$ cat src/rtl/bmdma_pkg.sv
package bmdma_pkg;
  localparam int unsigned OFS_CMD  = 0;
  localparam int unsigned OFS_VEN0 = 1;
  localparam int unsigned OFS_STAT = 2;
  localparam int unsigned OFS_VEN1 = 3;
  localparam int unsigned OFS_PTR  = 4;

  localparam int unsigned CMD_START = 0;
  localparam int unsigned CMD_DIR   = 3;

  localparam int unsigned ST_ACT  = 0;
  localparam int unsigned ST_ERR  = 1;
  localparam int unsigned ST_IRQ  = 2;
  localparam int unsigned ST_CAP0 = 5;
endpackage

$ cat src/rtl/bmdma_cmd_reg.sv
module bmdma_cmd_reg (
  input  logic clk_i,
  input  logic rst_ni,
  input  logic wr_i,
  input  logic start_bit_i,
  input  logic dir_bit_i,
  output logic start_o,
  output logic dir_o,
  output logic start_rise_o,
  output logic start_fall_o
);
  logic start_q, dir_q;

  always_ff @(posedge clk_i or negedge rst_ni) begin
    if (!rst_ni) begin
      start_q <= 1'b0;
      dir_q   <= 1'b0;
    end else if (wr_i) begin
      start_q <= start_bit_i;
      dir_q   <= dir_bit_i;
    end
  end

  assign start_rise_o = wr_i & start_bit_i & ~start_q;
  assign start_fall_o = wr_i & ~start_bit_i;
  assign start_o      = start_q;
  assign dir_o        = dir_q;

  AST_START_FOLLOWS_WRITE: assert property (@(posedge clk_i) disable iff (!rst_ni)
    wr_i |=> (start_o == $past(start_bit_i)));
endmodule

$ cat src/rtl/bmdma_stat_reg.sv
module bmdma_stat_reg #(
  parameter int unsigned NUM_DRV = 2
) (
  input  logic               clk_i,
  input  logic               rst_ni,
  input  logic               wr_i,
  input  logic               clr_err_i,
  input  logic               clr_irq_i,
  input  logic [NUM_DRV-1:0] cap_bits_i,
  input  logic               start_rise_i,
  input  logic               start_fall_i,
  input  logic               eng_stop_i,
  input  logic               eng_err_i,
  input  logic               eng_done_i,
  output logic               act_o,
  output logic               err_o,
  output logic               irq_o,
  output logic [NUM_DRV-1:0] cap_o
);
  logic act_q, err_q, irq_q;

  always_ff @(posedge clk_i or negedge rst_ni) begin
    if (!rst_ni) begin
      act_q <= 1'b0;
      err_q <= 1'b0;
      irq_q <= 1'b0;
    end else begin
      if (start_fall_i || eng_stop_i) act_q <= 1'b0;
      else if (start_rise_i)          act_q <= 1'b1;
      // engine event wins over a same-cycle host clear
      if (eng_err_i)                  err_q <= 1'b1;
      else if (wr_i && clr_err_i)     err_q <= 1'b0;
      if (eng_done_i)                 irq_q <= 1'b1;
      else if (wr_i && clr_irq_i)     irq_q <= 1'b0;
    end
  end

  for (genvar d = 0; d < NUM_DRV; d++) begin : g_cap
    logic cap_q;
    always_ff @(posedge clk_i or negedge rst_ni) begin
      if (!rst_ni)   cap_q <= 1'b0;
      else if (wr_i) cap_q <= cap_bits_i[d];
    end
    assign cap_o[d] = cap_q;
  end

  assign act_o = act_q;
  assign err_o = err_q;
  assign irq_o = irq_q;

  AST_STOP_DROPS_ACT: assert property (@(posedge clk_i) disable iff (!rst_ni)
    (start_fall_i || eng_stop_i) |=> !act_o);
  AST_ERR_EVENT_SETS: assert property (@(posedge clk_i) disable iff (!rst_ni)
    eng_err_i |=> err_o);
  AST_DONE_EVENT_SETS: assert property (@(posedge clk_i) disable iff (!rst_ni)
    eng_done_i |=> irq_o);
  AST_W1C_CLEARS: assert property (@(posedge clk_i) disable iff (!rst_ni)
    (wr_i && clr_irq_i && !eng_done_i) |=> !irq_o);
  AST_ZERO_KEEPS: assert property (@(posedge clk_i) disable iff (!rst_ni)
    (err_o && !(wr_i && clr_err_i)) |=> err_o);
endmodule

$ cat src/rtl/bmdma_ptr_reg.sv
module bmdma_ptr_reg #(
  parameter int unsigned PTR_W = 32,
  localparam int unsigned PTR_BYTES = PTR_W / 8,
  localparam int unsigned SEL_W = $clog2(PTR_BYTES)
) (
  input  logic             clk_i,
  input  logic             rst_ni,
  input  logic             wr_i,
  input  logic [SEL_W-1:0] sel_i,
  input  logic [7:0]       wdata_i,
  input  logic             lock_i,
  output logic [PTR_W-1:0] ptr_o,
  output logic [7:0]       rdata_o
);
  logic [PTR_W-1:0] ptr_q;

  for (genvar b = 0; b < PTR_BYTES; b++) begin : g_byte
    localparam logic [7:0] MASK = (b == 0) ? 8'hFC : 8'hFF;
    always_ff @(posedge clk_i or negedge rst_ni) begin
      if (!rst_ni)
        ptr_q[b*8 +: 8] <= 8'h00;
      else if (wr_i && !lock_i && sel_i == SEL_W'(b))
        ptr_q[b*8 +: 8] <= wdata_i & MASK;
    end
  end

  assign ptr_o   = ptr_q;
  assign rdata_o = ptr_q[sel_i*8 +: 8];

  AST_PTR_LOCKED: assert property (@(posedge clk_i) disable iff (!rst_ni)
    lock_i |=> $stable(ptr_o));
  AST_PTR_ALIGNED: assert property (@(posedge clk_i) disable iff (!rst_ni)
    ptr_o[1:0] == 2'b00);
endmodule

$ cat src/rtl/bmdma_regs.sv
module bmdma_regs
  import bmdma_pkg::*;
#(
  parameter int unsigned PTR_W   = 32,
  parameter int unsigned NUM_DRV = 2,
  localparam int unsigned PTR_BYTES = PTR_W / 8,
  localparam int unsigned ADDR_W = $clog2(OFS_PTR + PTR_BYTES),
  localparam int unsigned SEL_W  = $clog2(PTR_BYTES)
) (
  input  logic              clk_i,
  input  logic              rst_ni,
  input  logic [ADDR_W-1:0] addr_i,
  input  logic              wr_i,
  input  logic [7:0]        wdata_i,
  output logic [7:0]        rdata_o,
  input  logic              eng_stop_i,
  input  logic              eng_err_i,
  input  logic              eng_done_i,
  output logic              start_o,
  output logic              dir_to_mem_o,
  output logic [PTR_W-1:0]  prd_base_o,
  output logic              irq_o,
  output logic              xfer_ok_o,
  output logic              keep_wait_o
);
  logic cmd_wr, stat_wr, ptr_wr;
  logic start_rise, start_fall;
  logic act, err, irq;
  logic [NUM_DRV-1:0] cap;
  logic [7:0] ptr_rdata, cmd_rdata, stat_rdata;
  logic [SEL_W-1:0] ptr_sel;

  assign cmd_wr  = wr_i && (addr_i == ADDR_W'(OFS_CMD));
  assign stat_wr = wr_i && (addr_i == ADDR_W'(OFS_STAT));
  assign ptr_wr  = wr_i && (addr_i >= ADDR_W'(OFS_PTR));
  assign ptr_sel = SEL_W'(addr_i - ADDR_W'(OFS_PTR));

  bmdma_cmd_reg u_cmd (
    .clk_i        (clk_i),
    .rst_ni       (rst_ni),
    .wr_i         (cmd_wr),
    .start_bit_i  (wdata_i[CMD_START]),
    .dir_bit_i    (wdata_i[CMD_DIR]),
    .start_o      (start_o),
    .dir_o        (dir_to_mem_o),
    .start_rise_o (start_rise),
    .start_fall_o (start_fall)
  );

  bmdma_stat_reg #(.NUM_DRV(NUM_DRV)) u_stat (
    .clk_i        (clk_i),
    .rst_ni       (rst_ni),
    .wr_i         (stat_wr),
    .clr_err_i    (wdata_i[ST_ERR]),
    .clr_irq_i    (wdata_i[ST_IRQ]),
    .cap_bits_i   (wdata_i[ST_CAP0 +: NUM_DRV]),
    .start_rise_i (start_rise),
    .start_fall_i (start_fall),
    .eng_stop_i   (eng_stop_i),
    .eng_err_i    (eng_err_i),
    .eng_done_i   (eng_done_i),
    .act_o        (act),
    .err_o        (err),
    .irq_o        (irq),
    .cap_o        (cap)
  );

  bmdma_ptr_reg #(.PTR_W(PTR_W)) u_ptr (
    .clk_i   (clk_i),
    .rst_ni  (rst_ni),
    .wr_i    (ptr_wr),
    .sel_i   (ptr_sel),
    .wdata_i (wdata_i),
    .lock_i  (act),
    .ptr_o   (prd_base_o),
    .rdata_o (ptr_rdata)
  );

  always_comb begin
    cmd_rdata = 8'h00;
    cmd_rdata[CMD_START] = start_o;
    cmd_rdata[CMD_DIR]   = dir_to_mem_o;
    stat_rdata = 8'h00;
    stat_rdata[ST_ACT] = act;
    stat_rdata[ST_ERR] = err;
    stat_rdata[ST_IRQ] = irq;
    stat_rdata[ST_CAP0 +: NUM_DRV] = cap;
  end

  always_comb begin
    if (addr_i >= ADDR_W'(OFS_PTR))          rdata_o = ptr_rdata;
    else if (addr_i == ADDR_W'(OFS_CMD))     rdata_o = cmd_rdata;
    else if (addr_i == ADDR_W'(OFS_STAT))    rdata_o = stat_rdata;
    else                                     rdata_o = 8'h00; // vendor slots
  end

  assign irq_o       = irq;
  assign xfer_ok_o   = irq & ~err & ~act;
  assign keep_wait_o = act & irq;

  AST_START_RISE_ACT: assert property (@(posedge clk_i) disable iff (!rst_ni)
    (cmd_wr && wdata_i[CMD_START] && !start_o && !eng_stop_i) |=> (act && start_o));
  AST_OK_NEEDS_IRQ: assert property (@(posedge clk_i) disable iff (!rst_ni)
    xfer_ok_o |-> (irq_o && !keep_wait_o));
endmodule

$ cat config.mk
export PLATFORM = sky130hd
export DESIGN_NAME = bmdma_regs
export DESIGN_NICKNAME = d
export VERILOG_FILES = /design/src/rtl/bmdma_pkg.sv /design/src/rtl/bmdma_cmd_reg.sv /design/src/rtl/bmdma_stat_reg.sv /design/src/rtl/bmdma_ptr_reg.sv /design/src/rtl/bmdma_regs.sv
export SDC_FILE = /design/constraint.sdc
export NUM_CORES = 1
export LEC_CHECK = 0
export CORE_UTILIZATION = 30
export CTS_CLUSTER_SIZE = 12
export DETAILED_ROUTE_END_ITERATION = 12
export PLACE_DENSITY = 0.59
export SKIP_CTS_REPAIR_TIMING = 1
export SLEW_MARGIN = 20
export SYNTH_ARGS = -nofsm -noshare
export SYNTH_HDL_FRONTEND = slang
export SYNTH_HIERARCHICAL = 1
export SYNTH_SLANG_ARGS = --single-unit
$ cat constraint.sdc
create_clock -name clk_i -period 1.6 [get_ports clk_i]
set_input_delay 0.32 -clock clk_i [delete_from_list [all_inputs] [get_ports clk_i]]
set_output_delay 0.32 -clock clk_i [all_outputs]
set_load 0.01 [all_outputs]
; ---- Word level (Yosys, flattened, before mapping)
; Cells that the tools add are included.
; W data, S select, Z words.
[op_classes]
n_addsub = 1
n_bitwise = 10
n_shift = 1
n_lt_le_gt_ge = 1
n_eq_ne = 4
n_mux = 9
n_reduce_logical = 17
[op_table]
columns = cell, count
row1 = $shiftx A32 B6 Y8, 1
row2 = $mux W7, 2
row3 = $logic_and A1 B1 Y1, 10
row4 = $mux W8, 1
row5 = $and A1 B1 Y1, 6
row6 = $mux W1, 6
row7 = $reduce_bool A2 Y1, 3
row8 = $eq A2 B2 Y1 const B, 2
row9 = $not A1 Y1, 4
row10 = $eq A3 B2 Y1 const B, 1
row11 = $ge A3 B3 Y1 const B, 1
row12 = $logic_not A3 Y1, 1
row13 = $eq A2 B1 Y1 const B, 1
row14 = $logic_not A2 Y1, 1
row15 = $sub A2 B1 Y2 const B, 1
row16 = $logic_not A1 Y1, 1
row17 = $logic_or A1 B1 Y1, 1
[word_totals]
in_bits = 17
output_inout_bits = 45
register_bits = 37
wordCells = 54

; ---- Longest topological paths before layout
; Gate-level depths: netlist of run 1.
[depth]
word_depth = 6
depth_mapped = 5
mapped_depth_nobuf = 5

; ---- Cells and area by module
; Netlist of run 1, hierarchy kept.
[modules_own_cells]
columns = mod, seq_area_each_um2, area_each_um2, cells_each, n_inst
row1 = bmdma_ptr_reg, 750.7, 1418.9, 82, 1
row2 = bmdma_stat_reg, 125.1, 201.4, 15, 1
row3 = bmdma_regs, 0.0, 163.9, 28, 1
row4 = bmdma_cmd_reg, 50.0, 87.6, 6, 1

; ---- Worst setup path before layout of run 1
; No wires, ideal clock.
[synth_path]
kind = input port to output port
start = in addr_i[0]
end = out rdata_o[5]
cell_stages = 4
t_arrival_ns = 1.190
slack_ns = 0.090
t_required_ns = 1.280
path_buffers = 1
cell_sequence = buf_6 mux4_1 nand2_1 o21ai_0
[synth_via]
elab_cells_between_ends = 8
cone_classes = add/sub: 1 / order compare: 1 / eq/ne: 1 / shift: 1 / mux: 3 / reduce/logical: 1
[synth_lines]
columns = item, line
row1 = "start, declared", bmdma_regs.sv:12  ; input logic [ADDR_W-1:0] addr_i,
row2 = $sub A2 B1 Y2, bmdma_regs.sv:36  ; assign ptr_sel = SEL_W'(addr_i - ADDR_W'(OFS_PTR));
row3 = $shiftx A32 B6 Y8, bmdma_ptr_reg.sv:28  ; assign rdata_o = ptr_q[sel_i*8 +: 8];
row4 = named net ptr_rdata[5], bmdma_regs.sv:30  ; logic [7:0] ptr_rdata, cmd_rdata, stat_rdata;
row5 = $mux W8, bmdma_regs.sv:91  ; if (addr_i >= ADDR_W'(OFS_PTR)) rdata_o = ptr_rdata;
row6 = "end, declared", bmdma_regs.sv:15  ; output logic [7:0] rdata_o,
; The timed path passes the listed nets, and every way through them passes these cells.

; ---- Final worst setup path of run 1
[layout_path]
start = reg u_ptr.ptr_q[19], in the netlist u_ptr/ptr_o[19]
end = out rdata_o[3]
[layout_via]
elab_chain_len = 2
[layout_lines]
columns = item, line
row1 = "start, declared", bmdma_ptr_reg.sv:15  ; logic [PTR_W-1:0] ptr_q;
row2 = "start signal, assigned by index", bmdma_ptr_reg.sv:23  ; ptr_q[b*8 +: 8] <= wdata_i & MASK;
row3 = $shiftx A32 B6 Y8, bmdma_ptr_reg.sv:28
row4 = named net ptr_rdata[3], bmdma_regs.sv:30
row5 = $mux W8, bmdma_regs.sv:91
; The timed path passes the listed nets, and every way through them passes these cells.

==> metrics.md, run 1 <==
| Metric | Value |
|---|---|
| Iteration-0 DRC Markers | `26` |
| GR Overflow Total | `0` |
| Routing usage on met1 | `22.6%` |
| Setup Skew | `1.33 ps` |
| Fmax | `0.567 GHz` |
| Initial antenna violation count | `0` |
| Most used flip-flop cell after synthesis | `dfrtp_1` |
| Xor and xnor area share after synthesis | `0%` |
| Maximum VDD drop | `0.542 mV` |
| Wire length of the first global-routing pass | `8230 um` |
| Placed Cells | `307` |
| Flop pwr share | `35.8%` |
| Power, Total | `3460 uW` |
| Synth area leader | `dfrtp_1` |
| Pre-CTS setup slack | `-926 ps` |
| Pleak | `0.00177 uW` |
| Largest family of logic cells by synthesized area | `multiplexers` |
| Layout cells sized above 1 | `53.0%` |
| Crit path time final | `1760 ps` |
| # fillers | `544` |
| Mean routed wirelength per cell | `16.3 um` |
| Clk Latency, worst-skew pair | `290 ps` |
| Max-slew violation count | `0` |
| #FFs+latches synth | `37` |
| Failing checks | `negative setup slack` |
| Seq/Total Area, Yosys | `49.5%` |
| FP Rows | `28` |
| Synth top area share | `49.5%` |
| Worst Hold Class | `input pin to async pin` |
| DPL Wire Length | `3800 um` |
| Synthesis-to-finish area growth | `69.9%` |
| Total CTS buffers | `5` |
| Synth cell count leaders | `37 x dfrtp_1, 34 x mux2_2, 8 x nand2_1` |
| Comb power frac | `39.9%` |
| Vias in the first global route | `1602` |
| Vias | `1541` |
| Setup Viol. Count Final | `8` |
| DRT Wirelength | `5360 um` |
| Hold slack | `61.8 ps` |
| Post-route DRC | `0` |
| Clock power frac | `24.4%` |
| Post-DRT Antenna Nets | `0` |
| Mux cell area share after synthesis | `30.6%` |
| Crit. End Element | `output pin` |
| Syn_area_per_cell | `14.3 sq um` |
| Util after Layout | `53.4%` |
| Die width | `81.0 um` |
| Initial Utilization | `31.4%` |
| Pint | `2520 uW` |
| Critical path type | `flop to output pin` |
| Crit start category | `flop` |
| Root Buffer | `clkbuf_8` |
| Top post-synthesis cells by area | `dfrtp_1 49%, mux2_2 20%, mux4_1 5.6%` |
| Die Height | `81.0 um` |
| Ys async rst share | `100%` |
| CTS tree | `built` |
| Clk slew on worst S/H paths | `70 ps` |
| Non-filler cells, final | `328` |
| Synth cell types | `27` |
| Largest net degree at the start of global routing | `38` |
| Critical path data arrival time | `1440 ps` |
| Pwr dens | `1090 nW/um^2` |
| Fin. Hold Viols | `0` |
| Core Box Area | `5960 sq um` |
| N_diodes | `0` |
| Cell count after synthesis | `131` |
| GR Util met2 | `28.3%` |
| Die area | `6560 sq um` |
| # IOs | `62` |
| H-tree depth | `2` |
| Busiest layer in global routing | `met2` |
| Setup ws final | `-163 ps` |
| Status | `finished, violations left` |
| Max-cap violations | `0` |
| Worst reg2reg path depth | `4` |
| Routability cong. | `0.774` |
| Clock tree buffer depth | `2` |
| GRT Util Overall | `17.1%` |
| Crit-path max FO | `2` |
| Req. time, crit path | `1280 ps` |
| DRT Pass-1 Iters | `4` |
| Cell area after synthesis | `1870 sq um` |
| Final Cycle Share | `110%` |
| Input/output buffers | `59` |
| Compound-Gate Fraction of Synth Area | `3.94%` |
| EDFF count, synth | `0` |
| Most frequent cell after synthesis | `dfrtp_1` |
| Synth Area in Adders | `0%` |
| Unrepaired setup endpoints after global routing | `yes` |
| Yosys warns | `6` |
| Fin nets | `269` |
| Post-Synth Simple-Gate Area | `11.4%` |
| Met3 Use GR | `3.82%` |
| Psw | `939 uW` |
| Switching part of the total power | `27.1%` |
| # clock sinks | `37` |
| Via density | `4.70` |
power by group through the flow:
stage                     logic, uW  registers, uW  clock network, uW
after global placement         1330           1240                  0
after floorplan                 380           1350                  0
after detailed placement       1350           1250                  0
final                          1380           1240                844
after CTS                      1370           1240                874
after global routing           1490           1260                913
per-layer routing:
layer	vias up	wire length (um)
li1	721	-
met1	764	2300
met2	48	2700
met3	8	286
met4	0	72
met5	-	0
flip-flops by register name, indices dropped and copies added, names as in the netlist:
name,flops
u_stat/err_o,1
u_cmd/start_o,1
u_stat/act_o,1
u_stat/irq_o,1
u_cmd/dir_o,1
u_stat/g_cap.cap_q,2
u_ptr/ptr_o,30
final timing paths:
check                                 from               to  slack [ps]
max reg2reg                   u_stat/act_o  u_ptr/ptr_o[12]          70
max                        u_ptr/ptr_o[19]       rdata_o[3]        -160
min reg2reg                   u_stat/err_o     u_stat/err_o         510
min in group clk_i            u_stat/err_o     u_stat/err_o         510
min                                 rst_ni  u_ptr/ptr_o[20]          60
max in group asynchronous           rst_ni     u_stat/act_o        1170
logic make-up after synthesis:
group,Yosys count
other,1
AO/OA/AOI/OAI,10
buffers and inverters,10
multiplexers,43
flip-flops,37
AND/OR/NAND/NOR,30
layout make-up:
cell class / instances / area (sq um) / share of cell area, %
flip-flops and latches: 37 / 927 / 29.2
multi-input cells: 85 / 868 / 27.3
well taps: 75 / 93.8 / 2.95
repair buffers: 122 / 1170 / 36.7
inverters: 1 / 3.75 / 0.118
clock buffers: 6 / 82.6 / 2.60
clock inverters: 2 / 37.5 / 1.18
critical path, stage by stage (launching register included):
cell and delay (ps):
dfrtp_1 390, mux4_2 480, nand2_1 80, o41ai_1 70, clkbuf_2 140
layout by cell type (no fill, tap or decap), drive strengths merged, types with 2 or more instances in the layout:
| cell type | Yosys | routed |
|---|---|---|
| buf | 9 | 70 |
| dfrtp | 37 | 37 |
| dlymetal6s2s | 0 | 36 |
| mux2 | 36 | 36 |
| clkdlybuf4s50 | 0 | 12 |
| clkbuf | 0 | 10 |
| nand2 | 8 | 8 |
| mux4 | 6 | 6 |
| nand2b | 6 | 6 |
| o21ai | 4 | 4 |
| and2 | 4 | 4 |
| nor3 | 2 | 2 |
| nor2 | 2 | 2 |
| a22o | 2 | 2 |
| conb | 1 | 2 |
| a21o | 2 | 2 |
| and4bb | 2 | 2 |
through the flow:
stage               cell area, sq um  setup TNS [ps]
global placement                2890          -27720
floorplan                       1880               0
finish                          3180           -1030
CTS                             3010          -17990
detailed placement              2890          -28330
global route                    3180           -1480
Note: power is estimated with default switching activity, not from simulation.
==> run 2: changes to the inputs <==
--- a/config.mk
+++ b/config.mk
@@ -5,9 +5,11 @@
 export SDC_FILE = /design/constraint.sdc
 export NUM_CORES = 1
 export LEC_CHECK = 0
+export CORE_MARGIN = 2
 export CORE_UTILIZATION = 30
 export CTS_CLUSTER_SIZE = 12
 export DETAILED_ROUTE_END_ITERATION = 12
+export GPL_TIMING_DRIVEN = 0
 export PLACE_DENSITY = 0.59
 export SKIP_CTS_REPAIR_TIMING = 1
 export SLEW_MARGIN = 20
==> run 2 against run 1 <==
Hold slack improved by 430 ps. Non-clock buffer count is 23 lower. The flow still finishes with violations (negative setup slack). First-iteration DRC count up 120%. Clock skew up 1.9 ps. Via count down 6.5%. Utilization is 4.1 points lower. Critical path depth did not move. Flip-flop and latch count stayed put. Clock-buffer cell count grew 1. Register-to-register slack better by 20 ps. Final cell count decreased by 7.0%. Power down 4.8%. Largest cell class unchanged.
==> metrics.md, run 2 (synthesized netlist as in run 1, its figures left out) <==
| Metric | Value |
|---|---|
| Status | `finished, violations left (unchanged)` |
| Failing checks | `negative setup slack (unchanged)` |
| Post-DRT Antenna Nets | `0 (unchanged)` |
| Fmax | `0.559 GHz (was 0.567 GHz)` |
| Total CTS buffers | `5 (unchanged)` |
| Critical path type | `flop to output pin (unchanged)` |
| Initial Utilization | `31.2% (was 31.4%)` |
| DPL Wire Length | `3540 um (was 3800 um)` |
| Fin. Hold Viols | `0 (unchanged)` |
| Die Height | `83.0 um (was 81.0 um)` |
| Wire length of the first global-routing pass | `7890 um (was 8230 um)` |
| Synthesis-to-finish area growth | `57.8% (was 69.9%)` |
| Root Buffer | `clkbuf_8 (unchanged)` |
| # IOs | `62 (unchanged)` |
| Reg2reg setup slack | `90 ps (was 70 ps)` |
| Util after Layout | `49.3% (was 53.4%)` |
| Setup ws final | `-189 ps (was -163 ps)` |
| Initial antenna violation count | `0 (unchanged)` |
| Setup Viol. Count Final | `23 (was 8)` |
| Clock tree buffer depth | `2 (unchanged)` |
| Worst Hold Class | `input pin to async pin (unchanged)` |
| Worst reg2reg path startpoint | `u_stat/act_o (unchanged)` |
| Vias in the first global route | `1480 (was 1602)` |
| Post-route DRC | `0 (unchanged)` |
| Setup Total Neg Slack | `-1620 ps (was -1030 ps)` |
| Fin nets | `246 (was 269)` |
| Maximum VDD drop | `0.517 mV (was 0.542 mV)` |
| H-tree depth | `2 (unchanged)` |
| Req. time, crit path | `1280 ps (about the same)` |
| Crit. End Element | `output pin (unchanged)` |
| Mean routed wirelength per cell | `17.1 um (was 16.3 um)` |
| CTS tree | `built (unchanged)` |
| Unrepaired setup endpoints after global routing | `yes (unchanged)` |
| Worst reg2reg path depth | `4 (unchanged)` |
| Vias | `1441 (was 1541)` |
| Iteration-0 DRC Markers | `58 (was 26)` |
| Most common cell after layout, fill and taps aside | `buf_4 (unchanged)` |
| DRT Wirelength | `5220 um (was 5360 um)` |
| Pre-CTS setup slack | `-1250 ps (was -926 ps)` |
| FP Rows | `28 (unchanged)` |
| # clock sinks | `37 (unchanged)` |
| Critical path data arrival time | `1470 ps (was 1440 ps)` |
| Layout cells sized above 1 | `52.2% (was 53.0%)` |
| Placed Cells | `267 (was 307)` |
| Setup Skew | `3.20 ps (was 1.33 ps)` |
| GR Overflow Total | `0 (unchanged)` |
| Reg-to-reg endpoint | `u_ptr/ptr_o[21] (was u_ptr/ptr_o[12])` |
| Max FFs per register | `30 (unchanged)` |
| Pwr dens | `1120 nW/um^2 (was 1090 nW/um^2)` |
| DRT Pass-1 Iters | `4 (unchanged)` |
| Crit start category | `flop (unchanged)` |
| Clk slew on worst S/H paths | `70 ps (about the same)` |
| Crit path time final | `1790 ps (was 1760 ps)` |
| Input/output buffers | `59 (unchanged)` |
| Max-cap violations | `0 (unchanged)` |
| Hold slack | `496 ps (was 61.8 ps)` |
| Routability cong. | `0.686 (was 0.774)` |
| N_diodes | `0 (unchanged)` |
| Commonest non-fill, non-tap cells in the layout | `43 x buf_4, 36 x dfrtp_1, 34 x mux2_2 (was 59 x buf_4, 36 x dlymetal6s2s_1, 36 x dfrtp_1)` |
| Via density | `4.72 (was 4.70)` |
| Non-filler cells, final | `305 (was 328)` |
| GRT Util Overall | `14.6% (was 17.1%)` |
| Crit-path max FO | `3 (was 2)` |
| Die area | `6890 sq um (was 6560 sq um)` |
| Core Box Area | `5990 sq um (was 5960 sq um)` |
| Pleak | `0.00145 uW (was 0.00177 uW)` |
| Largest net degree at the start of global routing | `22 (was 38)` |
| Final Cycle Share | `112% (was 110%)` |
| Max-slew violation count | `0 (unchanged)` |
| Clk Latency, worst-skew pair | `280 ps (was 290 ps)` |
| Die width | `83.0 um (was 81.0 um)` |
[run 2: cell types whose count changed in the layout (fill, tap and decap cells not counted), sizes merged]
cell,delta
dlymetal6s2s,-22
buf,-12
clkbuf,+1
dlygate4sd3,+1
clkinvlp,-1
clkdlybuf4s50,+10
[run 2: how the worst max path moves through the flow]
| stage | start | to | slack (ps) | depth (start not counted) |
|---|---|---|---|---|
| 6_report | u_ptr/ptr_o[27] | rdata_o[3] | -190 | 4 |
| 5_1_grt | u_ptr/ptr_o[27] | rdata_o[3] | -260 | 4 |
| 2_1_floorplan | addr_i[0] | rdata_o[5] | 90 | 4 |
| 3_5_place_dp | addr_i[0] | rdata_o[3] | -1250 | 6 |
| 4_1_cts | addr_i[0] | rdata_o[3] | -1240 | 6 |
| 3_3_place_gp | addr_i[1] | rdata_o[0] | -1220 | 7 |
[run 2: where the power goes]
group          switching (uW)  internal (uW)
Clock                     318            508
Combinational             435            774
Sequential                133           1130
Total                     887           2410
[run 2: layer usage]
metal | vias to the layer above | GRT usage [%] | wire [um]
met2 | 39 | 23.3 | 2640
met3 | 2 | 5.67 | 299
met5 | - | 0 | 0
met4 | 0 | 3.43 | 8
met1 | 740 | 18.8 | 2280
li1 | 660 | - | -
[run 2: stage by stage]
stage | total power, uW | instance area, sq um
3_5_place_dp | 2350 | 2580
5_1_grt | 3470 | 2950
6_report | 3300 | 2950
3_3_place_gp | 2310 | 2560
4_1_cts | 3180 | 2700
2_1_floorplan | 1730 | 1880
[run 2: cell type report]
class | instances | area, sq um
clock inverters | 1 | 30.0
repair buffers | 90 | 838
plain buffers | 9 | 104
flip-flops and latches | 37 | 927
inverters | 1 | 3.75
fillers | 547 | 3040
clock buffers | 7 | 86.3
well taps | 75 | 93.8
multi-input cells | 85 | 871
[run 2: critical path, stage by stage (launching register included)]
cell and delay (ps):
dfrtp_1 400, mux4_2 500, nand2_2 80, o41ai_2 60
buf_2 140
==> run 3: changes to the inputs <==
--- a/config.mk
+++ b/config.mk
@@ -10,10 +10,9 @@
 export CTS_CLUSTER_SIZE = 12
 export DETAILED_ROUTE_END_ITERATION = 12
 export GPL_TIMING_DRIVEN = 0
-export PLACE_DENSITY = 0.59
+export PLACE_DENSITY = 0.6
 export SKIP_CTS_REPAIR_TIMING = 1
 export SLEW_MARGIN = 20
 export SYNTH_ARGS = -nofsm -noshare
 export SYNTH_HDL_FRONTEND = slang
-export SYNTH_HIERARCHICAL = 1
 export SYNTH_SLANG_ARGS = --single-unit
==> run 3 against run 2 <==
Final cell count fell by 5.2%. The flow still finishes with violations (negative setup slack). Clock skew rose by 0.73 ps. Global-route usage rose by 0.41 points. Synthesized cell count fell by 0.76%. Area after synthesis fell by 2.1%. Non-clock buffer count fell by 15. Clock power fell by 20%. Register-to-register slack got worse by 120 ps. Via count fell by 4.5%.
==> metrics.md, run 3 <==
| Metric | Value |
|---|---|
| Status | `finished, violations left (unchanged)` |
| Wire length of the first global-routing pass | `7470 um (was 7890 um)` |
| Max-cap violations | `0 (unchanged)` |
| Crit. End Element | `output pin (unchanged)` |
| Placed Area | `2530 sq um (was 2580 sq um)` |
| Hold-critical path depth | `3` |
| H-tree depth | `2 (unchanged)` |
| Post-route DRC | `0 (unchanged)` |
| DPL Wire Length | `3340 um (was 3540 um)` |
| Power, Total | `3050 uW (was 3300 uW)` |
| Layout cells sized above 1 | `45.8% (was 52.2%)` |
| Cell area after synthesis | `1830 sq um (was 1870 sq um)` |
| Fin. Hold Viols | `0 (unchanged)` |
| Worst reg2reg path depth | `4 (unchanged)` |
| Iteration-0 DRC Markers | `32 (was 58)` |
| Max-slew violation count | `0 (unchanged)` |
| Mean routed wirelength per cell | `16.9 um (was 17.1 um)` |
| DRT Pass-1 Iters | `4 (unchanged)` |
| Worst Hold Class | `input pin to flop (was input pin to async pin)` |
| Pwr dens | `1070 nW/um^2 (was 1120 nW/um^2)` |
| GRT Util Overall | `15.0% (was 14.6%)` |
| Max FFs per register | `30 (unchanged)` |
| Setup ws final | `-124 ps (was -189 ps)` |
| Maximum VDD drop | `0.560 mV (was 0.517 mV)` |
| Critical path data arrival time | `1400 ps (was 1470 ps)` |
| Most frequent cell after synthesis | `dfrtp_1 (unchanged)` |
| Crit-path max FO | `3 (unchanged)` |
| Critical path type | `flop to output pin (unchanged)` |
| Via density | `4.76 (was 4.72)` |
| Post-DRT Antenna Nets | `0 (unchanged)` |
| Pleak | `0.00135 uW (was 0.00145 uW)` |
| Synth cell count leaders | `37 x dfrtp_1, 20 x mux2_2, 14 x mux2_4 (was 37 x dfrtp_1, 34 x mux2_2, 8 x nand2_1)` |
| Die area | `6750 sq um (was 6890 sq um)` |
| Worst reg2reg path startpoint | `u_stat.act_o (was u_stat/act_o)` |
| Seq/Total Area, Yosys | `50.5% (was 49.5%)` |
| FP Rows | `28 (unchanged)` |
| Cell count after synthesis | `130 (was 131)` |
| Top post-synthesis cells by area | `dfrtp_1 51%, mux2_2 12%, mux2_4 11% (was dfrtp_1 49%, mux2_2 20%, mux4_1 5.6%)` |
| Die width | `82.2 um (was 83.0 um)` |
| Most used flip-flop cell after synthesis | `dfrtp_1 (unchanged)` |
| Final Cycle Share | `108% (was 112%)` |
| Synth area leader | `dfrtp_1 (unchanged)` |
| # fillers | `544 (was 547)` |
| Routability cong. | `0.742 (was 0.686)` |
| N_diodes | `0 (unchanged)` |
| Yosys warns | `0 (was 6)` |
| Ys async rst share | `100% (unchanged)` |
| Multi-input combinational cell area | `886 sq um (was 871 sq um)` |
| Crit path time final | `1720 ps (was 1790 ps)` |
| Clk slew on worst S/H paths | `70 ps (about the same)` |
| Reg2reg setup slack | `-30 ps (was 90 ps)` |
| Initial Utilization | `31.0% (was 31.2%)` |
| Fin nets | `231 (was 246)` |
| Critical-path cell list | `mux4_2 -> and2_1 -> buf_2 (was mux4_2 -> nand2_2 -> o41ai_2 -> buf_2)` |
| Root Buffer | `clkbuf_8 (unchanged)` |
| Reg-to-reg endpoint | `u_ptr.ptr_o[9] (was u_ptr/ptr_o[21])` |
| Synth cell types | `32 (was 27)` |
| #FFs+latches synth | `37 (unchanged)` |
| Clk Latency, worst-skew pair | `290 ps (was 280 ps)` |
| Syn_area_per_cell | `14.1 sq um (was 14.3 sq um)` |
| # IOs | `62 (unchanged)` |
| CP max stage delay | `450 ps (was 500 ps)` |
| Req. time, crit path | `1280 ps (about the same)` |
| Vias in the first global route | `1344 (was 1480)` |
| Setup Viol. Count Final | `15 (was 23)` |
| Total CTS buffers | `5 (unchanged)` |
| Failing checks | `negative setup slack (unchanged)` |
| Synth top area share | `50.5% (was 49.5%)` |
| Setup Total Neg Slack | `-634 ps (was -1620 ps)` |
| Setup Skew | `3.94 ps (was 3.20 ps)` |
| Slowest-stage cell, CP | `mux4_2 (unchanged)` |
| Final Cell Area | `2850 sq um (was 2950 sq um)` |
| Util after Layout | `48.1% (was 49.3%)` |
| Initial antenna violation count | `0 (unchanged)` |
| GR Overflow Total | `0 (unchanged)` |
| Vias | `1376 (was 1441)` |
| Core Box Area | `5920 sq um (was 5990 sq um)` |
| Commonest non-fill, non-tap cells in the layout | `36 x clkdlybuf4s50_1, 36 x dfrtp_1, 19 x buf_4, 19 x mux2_2, 15 x mux2_4 (was 43 x buf_4, 36 x dfrtp_1, 34 x mux2_2)` |
| Hold slack | `385 ps (was 496 ps)` |
| CTS tree | `built (unchanged)` |
| Crit path buf inv count | `1 (unchanged)` |
| Clock tree buffer depth | `2 (unchanged)` |
| DRT Wirelength | `4880 um (was 5220 um)` |
| EDFF count, synth | `0 (unchanged)` |
| Fmax | `0.580 GHz (was 0.559 GHz)` |
| Sequential cell area | `927 sq um (unchanged)` |
| # clock sinks | `37 (unchanged)` |
| Unrepaired setup endpoints after global routing | `yes (unchanged)` |
| Hold Crit Start | `addr_i[0]` |
| Die Height | `82.2 um (was 83.0 um)` |
| Crit start category | `flop (unchanged)` |
| Synthesis-to-finish area growth | `55.3% (was 57.8%)` |
| Hold endpoint | `u_cmd.start_o` |
| Largest net degree at the start of global routing | `23 (was 22)` |
| Input/output buffers | `57 (was 59)` |
| CP top delay family | `multiplexers (unchanged)` |
## run 3: cell count changes after synthesis, moves of 2 or more
cell      before  now
nand2_1        8    5
o21ai_0        4    1
o22ai_1        0    3
and4bb_1       2    0
mux2_4         2   14
nand3_1        0    2
a31o_2         0    3
nand4_1        0    2
mux2i_1        1    9
mux2_2        34   20
buf_4          6    3
nand2b_1       6    0
mux4_1         4    0
a22o_1         2    0
## run 3: per-stage QoR
step | std cells | setup slack, ps
after floorplan | 131 | -46.1
after global placement | 263 | -1180
after detailed placement | 264 | -1130
after CTS | 271 | -1150
after global routing | 289 | -185
final | 289 | -124
## run 3: how the worst max path moves through the flow
stage | start | to | slack [ps] | depth (start not counted)
floorplan | addr_i[0] | u_ptr.ptr_o[2] | -50 | 5
global placement | addr_i[1] | rdata_o[1] | -1180 | 5
detailed placement | addr_i[1] | rdata_o[1] | -1130 | 5
CTS | addr_i[1] | rdata_o[1] | -1150 | 5
global route | u_ptr.ptr_o[31] | rdata_o[7] | -180 | 3
finish | u_ptr.ptr_o[20] | rdata_o[4] | -120 | 3
## run 3: where the power goes
group          total [uW]  internal, uW  switching (uW)
Clock                 663           342             321
Combinational        1110           720             392
Sequential           1280          1130             150
## run 3: logic make-up after synthesis
kind of cell / share of synthesized area, %
buffers and inverters: 3.96
flip-flops: 50.5
AND/OR/NAND/NOR: 8.19
AO/OA/AOI/OAI: 4.78
multiplexers: 32.4
other: 0.205
## run 3: tightest hold or removal path: cells and delay by family
kind,cells,cell delay (ps)
AOI/OAI and AO/OA,1,130
buffers and inverters,1,110
and+or+nand+nor,1,70
## run 3: final cells by class
type	instances	area share (%)
Sequential cell	37	32.6
Buffer	7	2.86
Timing Repair Buffer	77	26.9
Tap cell	75	3.30
Multi-Input combinational cell	84	31.1
Clock buffer	7	3.03
Inverter	2	0.264
## run 3: per-layer routing
| metal | vias up | part of all wire [%] | track usage, % |
|---|---|---|---|
| met1 | 674 | 47 | 21.6 |
| li1 | 645 | - | - |
| met3 | 6 | 6.4 | 4.13 |
| met4 | 0 | 0.98 | 3.50 |
| met5 | - | 0 | 0 |
| met2 | 51 | 45 | 22.5 |
